$ cat config.mk
export PLATFORM = sky130hd
export DESIGN_NAME = cfield_pred_unit
export DESIGN_NICKNAME = d
export VERILOG_FILES = /design/src/rtl/cfield_pred_unit.sv
export SDC_FILE = /design/constraint.sdc
export NUM_CORES = 1
export LEC_CHECK = 0
export CAP_MARGIN = 25
export CORE_MARGIN = 2
export CORE_UTILIZATION = 40
export DETAILED_ROUTE_END_ITERATION = 6
export GPL_ROUTABILITY_DRIVEN = 0
export HOLD_SLACK_MARGIN = 0.15
export PLACE_DENSITY = 0.79
export RECOVER_POWER = 100
export SLEW_MARGIN = 20
export SYNTH_ARGS = -nofsm -noshare
export SYNTH_HDL_FRONTEND = slang
export SYNTH_SLANG_ARGS = --single-unit
export TNS_END_PERCENT = 20
$ cat constraint.sdc
create_clock -name clk -period 2.9 [get_ports clk]
set_input_delay 0.58 -clock clk [delete_from_list [all_inputs] [get_ports clk]]
set_output_delay 0.58 -clock clk [all_outputs]
set_load 0.01 [all_outputs]
$ cat src/rtl/cfield_pred_unit.sv
module cfield_pred_unit #(
  parameter int NFIELDS = 8,
  parameter int FW      = 4,
  parameter int XLEN    = 64,
  parameter int RSELW   = 5,
  localparam int AW     = $clog2(NFIELDS)
) (
  input  logic            clk,
  input  logic            rst_n,
  input  logic            req_valid,
  output logic            req_ready,
  input  logic [2:0]      req_op,
  input  logic [AW-1:0]   req_src,
  input  logic [AW-1:0]   req_dst,
  input  logic [RSELW-1:0] req_rsel,
  input  logic [XLEN-1:0] req_int,
  input  logic [FW-1:0]   req_mask,
  input  logic [FW-1:0]   req_mode,
  input  logic            req_merge,
  output logic            res_valid,
  output logic [XLEN-1:0] res_int,
  output logic            res_illegal,
  output logic            cf_we,
  output logic [AW-1:0]   cf_waddr,
  output logic [FW-1:0]   cf_wdata,
  input  logic [AW-1:0]   rd_idx,
  output logic [FW-1:0]   rd_field
);
  localparam logic [2:0] OP_F2F = 3'd0, OP_F2I = 3'd1, OP_I2F = 3'd2, OP_MOV = 3'd3;

  logic [FW-1:0] cf [NFIELDS];

  logic            accept, illegal, writes, is_cmp;
  logic [XLEN-1:0] opnd;
  logic [FW-1:0]   src_f, old_f, cmp_f, pred, keep, wval;

  assign req_ready = 1'b1;
  assign accept    = req_valid & req_ready;
  assign illegal   = req_op[2];
  assign is_cmp    = (req_op == OP_F2F) || (req_op == OP_I2F);
  assign writes    = is_cmp || (req_op == OP_MOV);

  assign opnd  = (req_rsel == '0) ? '0 : req_int;
  assign src_f = cf[req_src];
  assign old_f = cf[req_dst];
  assign cmp_f = (req_op == OP_I2F) ? opnd[FW-1:0] : src_f;
  assign pred  = req_mask & ~(req_mode ^ cmp_f);
  assign keep  = req_merge ? (old_f & ~req_mask) : '0;

  always_comb begin
    if (req_op == OP_MOV) wval = ((req_mask & src_f) | keep) ^ req_mode;
    else                  wval = pred | keep;
  end

  assign rd_field = cf[rd_idx];

  always_ff @(posedge clk) begin
    if (!rst_n) begin
      for (int i = 0; i < NFIELDS; i++) cf[i] <= '0;
      res_valid   <= 1'b0;
      res_illegal <= 1'b0;
      res_int     <= '0;
      cf_we       <= 1'b0;
      cf_waddr    <= '0;
      cf_wdata    <= '0;
    end else begin
      res_valid   <= accept;
      res_illegal <= accept & illegal;
      res_int     <= (accept && req_op == OP_F2I) ? XLEN'(pred) : '0;
      cf_we       <= accept & writes;
      if (accept && writes) begin
        cf[req_dst] <= wval;
        cf_waddr    <= req_dst;
        cf_wdata    <= wval;
      end
    end
  end

  a_r2_latency: assert property (@(posedge clk) disable iff (!rst_n)
    accept |=> res_valid);
  a_r2_idle: assert property (@(posedge clk) disable iff (!rst_n)
    !accept |=> (!res_valid && !cf_we));
  a_r9_no_write: assert property (@(posedge clk) disable iff (!rst_n)
    res_illegal |-> (res_valid && !cf_we && res_int == '0));
  a_r4_upper_zero: assert property (@(posedge clk) disable iff (!rst_n)
    res_valid |-> (res_int[XLEN-1:FW] == '0));
  a_r6_overwrite: assert property (@(posedge clk) disable iff (!rst_n)
    (accept && is_cmp && !req_merge) |=> ((cf_wdata & ~$past(req_mask)) == '0));
  a_r6_keep: assert property (@(posedge clk) disable iff (!rst_n)
    (accept && is_cmp && req_merge) |=>
      ((cf_wdata & ~$past(req_mask)) == ($past(old_f) & ~$past(req_mask))));
  a_r10_visible: assert property (@(posedge clk) disable iff (!rst_n)
    cf_we |-> (cf[cf_waddr] == cf_wdata));
endmodule

== Word-level counts from Yosys, hierarchy flattened ==
Memory sizes are Yosys's and may differ from the RTL's.
Index checks and enable logic that the tools add are counted.
Word-level totals
  output and inout port bits: 79
  memory bits (read-only): 0
  bits in writable memories: 32
  memories kept: 1
  logic and storage cells: 41
  latch bits: 0
  register bits: 74
Operators by class
  reductions and logical operators: 8
  add/sub/neg operators: 0
  eq/ne operators: 3
  bitwise logic cells: 11
  order comparisons: 0
  shifts and indexed selects: 0
  div/mod/pow operators: 0
  multiplexer cells: 11
  multiply operators: 0
Memory list
  cf: words 8, bits a word 4, rd ports 3, clocked after memory_dff 0, write ports 8, RTL line 31  | logic [FW-1:0] cf [NFIELDS];
Operator list (count)
  2-to-1 mux 4 bit: 5
  bitwise AND 4 bit: 3
  NOT 4 bit: 2
  OR 4 bit: 2
  bitwise XOR 4 bit: 2
  equality test 3 x 2 -> 1 bit (second input constant): 2
  logical NOT 5 bit: 1
  2-to-1 mux 1 bit: 5
  OR reduction 4 bit: 1
  equality test 3 x 1 -> 1 bit (second input constant): 1
  logical NOT 3 bit: 1
  2-to-1 mux 3 bit: 1
  bitwise AND 1 bit: 2
  logical AND 1 bit: 2
  logical OR 1 bit: 2
  AND reduction 2 bit: 1

== Longest topological paths before layout ==
Gate-level depths: netlist of run 1.
  depth in word-level cells: 9
  gate-level depth with buffers: 8
  gate-level depth less buffers: 6

== Least setup slack after synthesis of run 1 ==
OpenSTA, ideal clock, no wires.
  kind: in2reg
  from: input req_src[0]
  to: memory cf[0][2] (data pin)
  setup slack: 0.440 ns
  arrival time: 2.192 ns
  data required time: 2.633 ns
  setup time: 0.267 ns
  stages on the path: 7
  path buffers: 1
  path through: buf_2 mux4_2 mux2_2 nand4_1 o221ai_2 o221ai_2 nor2_1
RTL lines
  from (decl): RTL line 13  | input logic [AW-1:0] req_src,
  to (decl): RTL line 31

== Worst setup path in the final report of run 1 ==
  from: input rd_idx[1]
  to: output rd_field[3]
On the way
  longest elaborated chain between the ends: 1
RTL lines
  from (decl): RTL line 26  | input logic [AW-1:0] rd_idx,
  memory read (8 x 4 bit)
  to (decl): RTL line 27  | output logic [FW-1:0] rd_field
No other way between the ends.

==> impl_metrics.yaml, run 1 <==
run_status:
  status: "completed"
clock_network:
  cts_made_buffers: 5
  root_buffer: "clkbuf_8"
  cts.repair.resized: 5
  clock_latency_ps: 300
  cts.sinks: 46
  cts_tree: "yes"
  ctsHtreeMaxLevel: 2
  holdBufCountCts: 0
  clockBufferDepth: 2
  clk_pin_slew_ps: 90
  post_cts_buffers: 0
pwr:
  finalPower_mw: 1.56
  power.share.combinational_pct: 23.9
  clkPwrFrac_pct: 28.4
  p_int_mw: 1.13
  power_density_mw_per_mm2: 401
  power_leakage_nw: 1.56
  switching_share_pct: 27.6
  p_sw_mw: 0.431
  ir_drop_mv: 0.263
  p_seq_share_pct: 47.7
place:
  portBuffers: 50
  dp.cells: 465
  hpwl_microns: 5610
synthesis:
  netlist_area_sq_mm: 0.00328
  yosysSeqAreaShare_pct: 37.8
  yosys.area.top_type: "edfxtp_1"
  synth_area_leaders: "edfxtp_1 (29%), buf_4 (14%), mux4_2 (14%), dfxtp_1 (8.5%), mux2i_1 (5.8%)"
  yosysWarnings: 0
  yosys.cell_types.count: 31
  yosys.area.top_type_share_pct: 29.3
  ys_seq_elements: 46
  netlist_instances: 307
  syn_avg_cell_area_sq_um: 10.7
critical_path:
  reg2regPathDepth: 7
  crit_chain: "dlygate4sd3_1 > buf_12 > mux4_2 > mux2_2 > dlygate4sd2_1"
  cp.required_ps: 2320
  critPathTopFamily: "buffers and inverters"
  worst-path-buf-inv: 3
  crit_type: "input pin to output pin"
  rr_startpoint: "cf[7][2]"
  rrSetupSlack_ps: 650
  reg2reg_to: "cf[5][2]"
  cp-start-kind: "input pin"
  slowest_delay_ps: 580
  cp.depth: 5
  cp_max_fo: 8
  worstPathArrival_ps: 2170
  setup.worst_path.end_class: "output pin"
  cp_slowest_cell: "dlygate4sd3_1"
sta:
  finClkSkew_ps: 3.85
  rsz0062_at_grt: "no"
  worst_pin_slew_ps: 726
  relSlewSlack_pct: 51.6
  min_period_ps: 2750
  finalHoldViolCount: 0
  timing.fmax_ghz: 0.364
  finalMaxSlewViolations: 0
  setup_violations: 0
  hold_ws_ps: 474
  fin_crit_sh_pct: 94.7
die:
  die_h_microns: 94.6
  ioPinCount: 172
  coreArea_sq_mm: 0.00809
  core.rowCount: 33
  die_w_microns: 94.6
  start_util_pct: 40.5
  die_area_sq_mm: 0.00894
cells_and_area:
  post-route-util_pct: 48.1
  drive_gt1_share_pct: 15.8
  layout.nets: 460
  diodes: 0
  n_fill_cell: 744
  synthToLayoutAreaGrowth_pct: 18.8
  final_cells: 473
grt:
  overflow: 0
  grt_pass1_wl_microns: 11100
  antenna_found_initial: 0
  grt_max_degree: 20
  grt_pass1_vias: 2232
  track_usage_pct: 16.4
hold_path:
  hp-start: "cf_wdata[0]"
  min_to: "cf_wdata[0]"
  min_path_cells: 2
  hold_class: "flip-flop to flip-flop"
drt:
  firstDrtPassIters: 4
  first_iter_violations: 175
  wl_per_cell_microns: 15.0
  vias: 2350
  drt_wl_total_microns: 7070
  drcViolationCount: 0
  vias_per_cell: 4.97
  ant_nets: 0
job:
  maxCapViolCount: 0
[per-layer routing]
metal / track usage [%] / share of wire (%) / vias up / wire [microns]
li1: - / - / 1101 / -
met1: 22.0 / 43 / 1133 / 3040
met2: 26.7 / 49 / 105 / 3440
met3: 2.39 / 6.5 / 11 / 463
met4: 6.88 / 1.8 / 0 / 129
met5: 0 / 0 / - / 0
[worst register-to-register path: cells and delay by family (launching register included)]
kind,cells,cell delay [ps]
compound gates,2,390
flops,1,490
buf+inv,1,170
mux,2,810
simple gates,2,150
[cell usage after synthesis, drive strengths merged]
cell     number
conb          2
o221ai        8
xnor2         4
mux2          8
and2          1
nor2         38
inv           9
nand2        31
nor2b        10
nand3b        2
buf          64
or3b          1
and3          2
nand4         4
dfxtp        14
a311o         4
nor3b         2
nand3         2
or2           1
edfxtp       32
o2bb2ai       4
or4           1
clkbuf        8
o22ai         4
nand2b        4
o21ai         8
mux4         20
mux2i        19
[flip-flops by register name, indices dropped and copies added, names as in the netlist]
register and flops:
cf_we 1, res_illegal 1, res_valid 1, cf_wdata 4, cf 32, cf_waddr 3
res_int 4
[cell usage in the layout, fill, tap and decap left out, types with 3 or more instances in the layout]
master / n
xnor2_1: 4
nor2b_1: 10
conb_1: 61
nand4_1: 4
o21ai_1: 3
mux2_2: 7
nand2_1: 31
edfxtp_1: 32
dfxtp_1: 14
nor2_1: 38
clkbuf_1: 3
buf_4: 6
o221ai_2: 7
dlygate4sd2_1: 5
nand2b_1: 4
mux2i_1: 19
dlygate4sd3_1: 16
mux4_2: 20
a311o_1: 4
buf_12: 6
inv_1: 9
clkbuf_8: 5
o2bb2ai_1: 4
o21ai_0: 5
clkdlybuf4s50_1: 29
o22ai_1: 4
[worst max-delay path by stage]
stage                   to  startpoint
2_1_floorplan     cf[0][2]  req_src[0]
3_3_place_gp   rd_field[0]   rd_idx[0]
3_5_place_dp   rd_field[3]   rd_idx[0]
4_1_cts           cf[5][2]  req_src[0]
5_1_grt           cf[0][3]  req_src[0]
6_report       rd_field[3]   rd_idx[1]
[cell families (layout without fill, tap and decap cells)]
kind of cell	count (synthesis)	in the layout	share of synthesized area, %
DFF	46	46	37.8
buffers and inverters	81	83	16.5
and+or+nand+nor	99	99	14.1
other	2	61	0.229
muxes	47	47	22.3
AOI/OAI and AO/OA	28	28	7.93
xor gates and xnor gates	4	4	1.07
[power groups by stage]
stage / combinational (mW) / clock [mW] / sequential [mW]
2_1_floorplan: 0.283 / 0 / 0.754
3_3_place_gp: 0.380 / 0 / 0.757
3_5_place_dp: 0.386 / 0 / 0.759
4_1_cts: 0.383 / 0.454 / 0.744
5_1_grt: 0.407 / 0.477 / 0.747
6_report: 0.374 / 0.444 / 0.744
[through the flow]
stage	area (sq um)	TNS [ps]	setup WS, ps
final	3900	0	155
after global routing	3900	0	60.0
after CTS	3920	0	216
after detailed placement	3820	-3250	-184
after global placement	3820	-2420	-201
after floorplan	3500	0	440
[layout make-up]
cell class	instances	area [sq um]	share of cell area, %
Clock inverter	1	7.51	0.193
Inverter	9	33.8	0.867
Tap cell	105	131	3.37
Sequential cell	46	1240	31.9
Timing Repair Buffer	66	677	17.4
Clock buffer	7	97.6	2.50
Multi-Input combinational cell	239	1710	43.8
Power figures use the tool's default switching activity.
==> inputs of run 2 (changes only) <==
CORE_MARGIN = not set   (was 2)
CORE_UTILIZATION = 41   (was 40)
CTS_BUF_LIST = sky130_fd_sc_hd__clkbuf_8   (was not set)
PLACE_DENSITY = 0.81   (was 0.79)
==> run 2 against run 1 <==
  * Design area shrank 0.90%
  * Worst hold slack gained 5.5 ps
  * Sequential power is essentially flat
  * Wire length grew 2.3%
  * Total power shrank 4.3%
  * First-iteration DRC count shrank 10%
  * Register-to-register slack lost 20 ps
  * Non-clock buffer count shrank 1
  * Core utilization grew 1.8 points
==> impl_metrics.yaml, run 2 (synthesis gave the netlist of run 1 again) <==
sta:
  min_period_ps: 2780
  finalMaxSlewViolations: 0
  relSlewSlack_pct: 51.4
  fin_crit_sh_pct: 95.9
  rsz0062_at_grt: "no"
  setup_slack_ps: 119
  setup_violations: 0
  finClkSkew_ps: 7.09
  finalHoldViolCount: 0
  timing.fmax_ghz: 0.360
  worst_pin_slew_ps: 729
  finalSetupTns_ps: 0
clock_network:
  cts.sinks: 46
  clk_pin_slew_ps: 80
  cts_tree: "yes"
  cts.repair.resized: 5
  root_buffer: "clkbuf_8"
  cts_made_buffers: 5
  post_cts_buffers: 0
  clock_latency_ps: 290
  ctsHtreeMaxLevel: 2
  holdBufCountCts: 0
  clockBufferDepth: 2
pwr:
  power_density_mw_per_mm2: 387
  power_leakage_nw: 1.56
  ir_drop_mv: 0.310
die:
  start_util_pct: 42.5
  core.rowCount: 32
  die_area_sq_mm: 0.00836
  die_h_microns: 91.5
  coreArea_sq_mm: 0.00773
  die_w_microns: 91.5
  ioPinCount: 172
drt:
  vias: 2371
  firstDrtPassIters: 4
  drcViolationCount: 0
  vias_per_cell: 5.06
  first_iter_violations: 157
  ant_nets: 0
  wl_per_cell_microns: 15.4
  drt_wl_total_microns: 7230
grt:
  grt_max_degree: 20
  track_usage_pct: 18.2
  overflow: 0
  grt_pass1_vias: 2347
  antenna_found_initial: 0
  grt_pass1_wl_microns: 11700
place:
  portBuffers: 50
  hpwl_microns: 5630
  place_area_sq_mm: 0.00381
  dp.cells: 461
  pre_cts_slack_ps: -199
cells_and_area:
  layout_common_cells: "conb_1 (61), nor2_1 (38), edfxtp_1 (32)"
  largest_reg_flops: 32
  post-route-util_pct: 50.0
  layout_commonest_cell: "conb_1"
  diodes: 0
  layout.nets: 459
  stdcell_area_sq_mm: 0.00386
  final_cells: 469
  synthToLayoutAreaGrowth_pct: 17.7
  n_fill_cell: 696
  reg_top3: "cf (32), cf_wdata (4), res_int (4)"
  top_register: "cf"
  drive_gt1_share_pct: 15.0
critical_path:
  worstPathArrival_ps: 2830
  crit_type: "input pin to flip-flop"
  cp.required_ps: 2950
  setup.worst_path.end_class: "flip-flop"
  cp-start-kind: "input pin"
  cp_max_fo: 9
hold_path:
  hold_class: "flip-flop to flip-flop"
run_status:
  status: "completed"
job:
  maxCapViolCount: 0
## run 2: through the flow
stage               hold slack, ps  power (mW)
floorplan                      494        1.04
global placement               466        1.13
detailed placement             470        1.14
CTS                            492        1.51
global route                   516        1.56
finish                         480        1.49
## run 2: layout make-up
| cell class | instances | area [sq um] | share of cell area, % |
|---|---|---|---|
| repair buffers | 65 | 668 | 17.3 |
| clock buffers | 5 | 68.8 | 1.78 |
| clock inverters | 3 | 13.8 | 0.356 |
| well taps | 102 | 128 | 3.31 |
| flip-flops and latches | 46 | 1240 | 32.1 |
| inverters | 9 | 33.8 | 0.875 |
| multi-input cells | 239 | 1710 | 44.2 |
## run 2: per-layer routing
layer	vias to the layer above	part of all wire, %	GRT usage, %	routed length, microns
met3	8	7.3	3.18	528
met2	116	51	31.0	3700
li1	1098	-	-	-
met1	1149	40	22.9	2920
met4	0	1.1	6.88	82
met5	-	0	0	0
## run 2: power breakdown
part,internal [mW],total [mW],switching [mW]
Clock,0.164,0.376,0.212
Sequential,0.725,0.744,0.0193
Combinational,0.179,0.374,0.195
Total,1.07,1.49,0.426
## run 2: critical path, cell delays in order
cell and delay (ps):
clkdlybuf4s50_1 510, buf_12 150, mux4_2 500, mux2_2 310, nand4_1 120, o221ai_1 180, o221ai_2 250, buf_12 170
nor2_1 40
## run 2: path summary, 6_finish.rpt
| check | from | cells after the start | slack [ps] | endpoint |
|---|---|---|---|---|
| worst max-delay path | req_src[0] | 9 | 120 | cf[7][2] |
| worst min-delay path | cf_wdata[2] | 2 | 480 | cf_wdata[2] |
| worst max register to register | cf[5][2] | 7 | 630 | cf[7][2] |
| worst min register to register | cf_wdata[2] | 2 | 480 | cf_wdata[2] |
==> inputs of run 3 (changes only) <==
CAP_MARGIN = 10   (was 25)
==> results of run 3 <==
Final layout, timing and power as in run 2 (identical DEF).
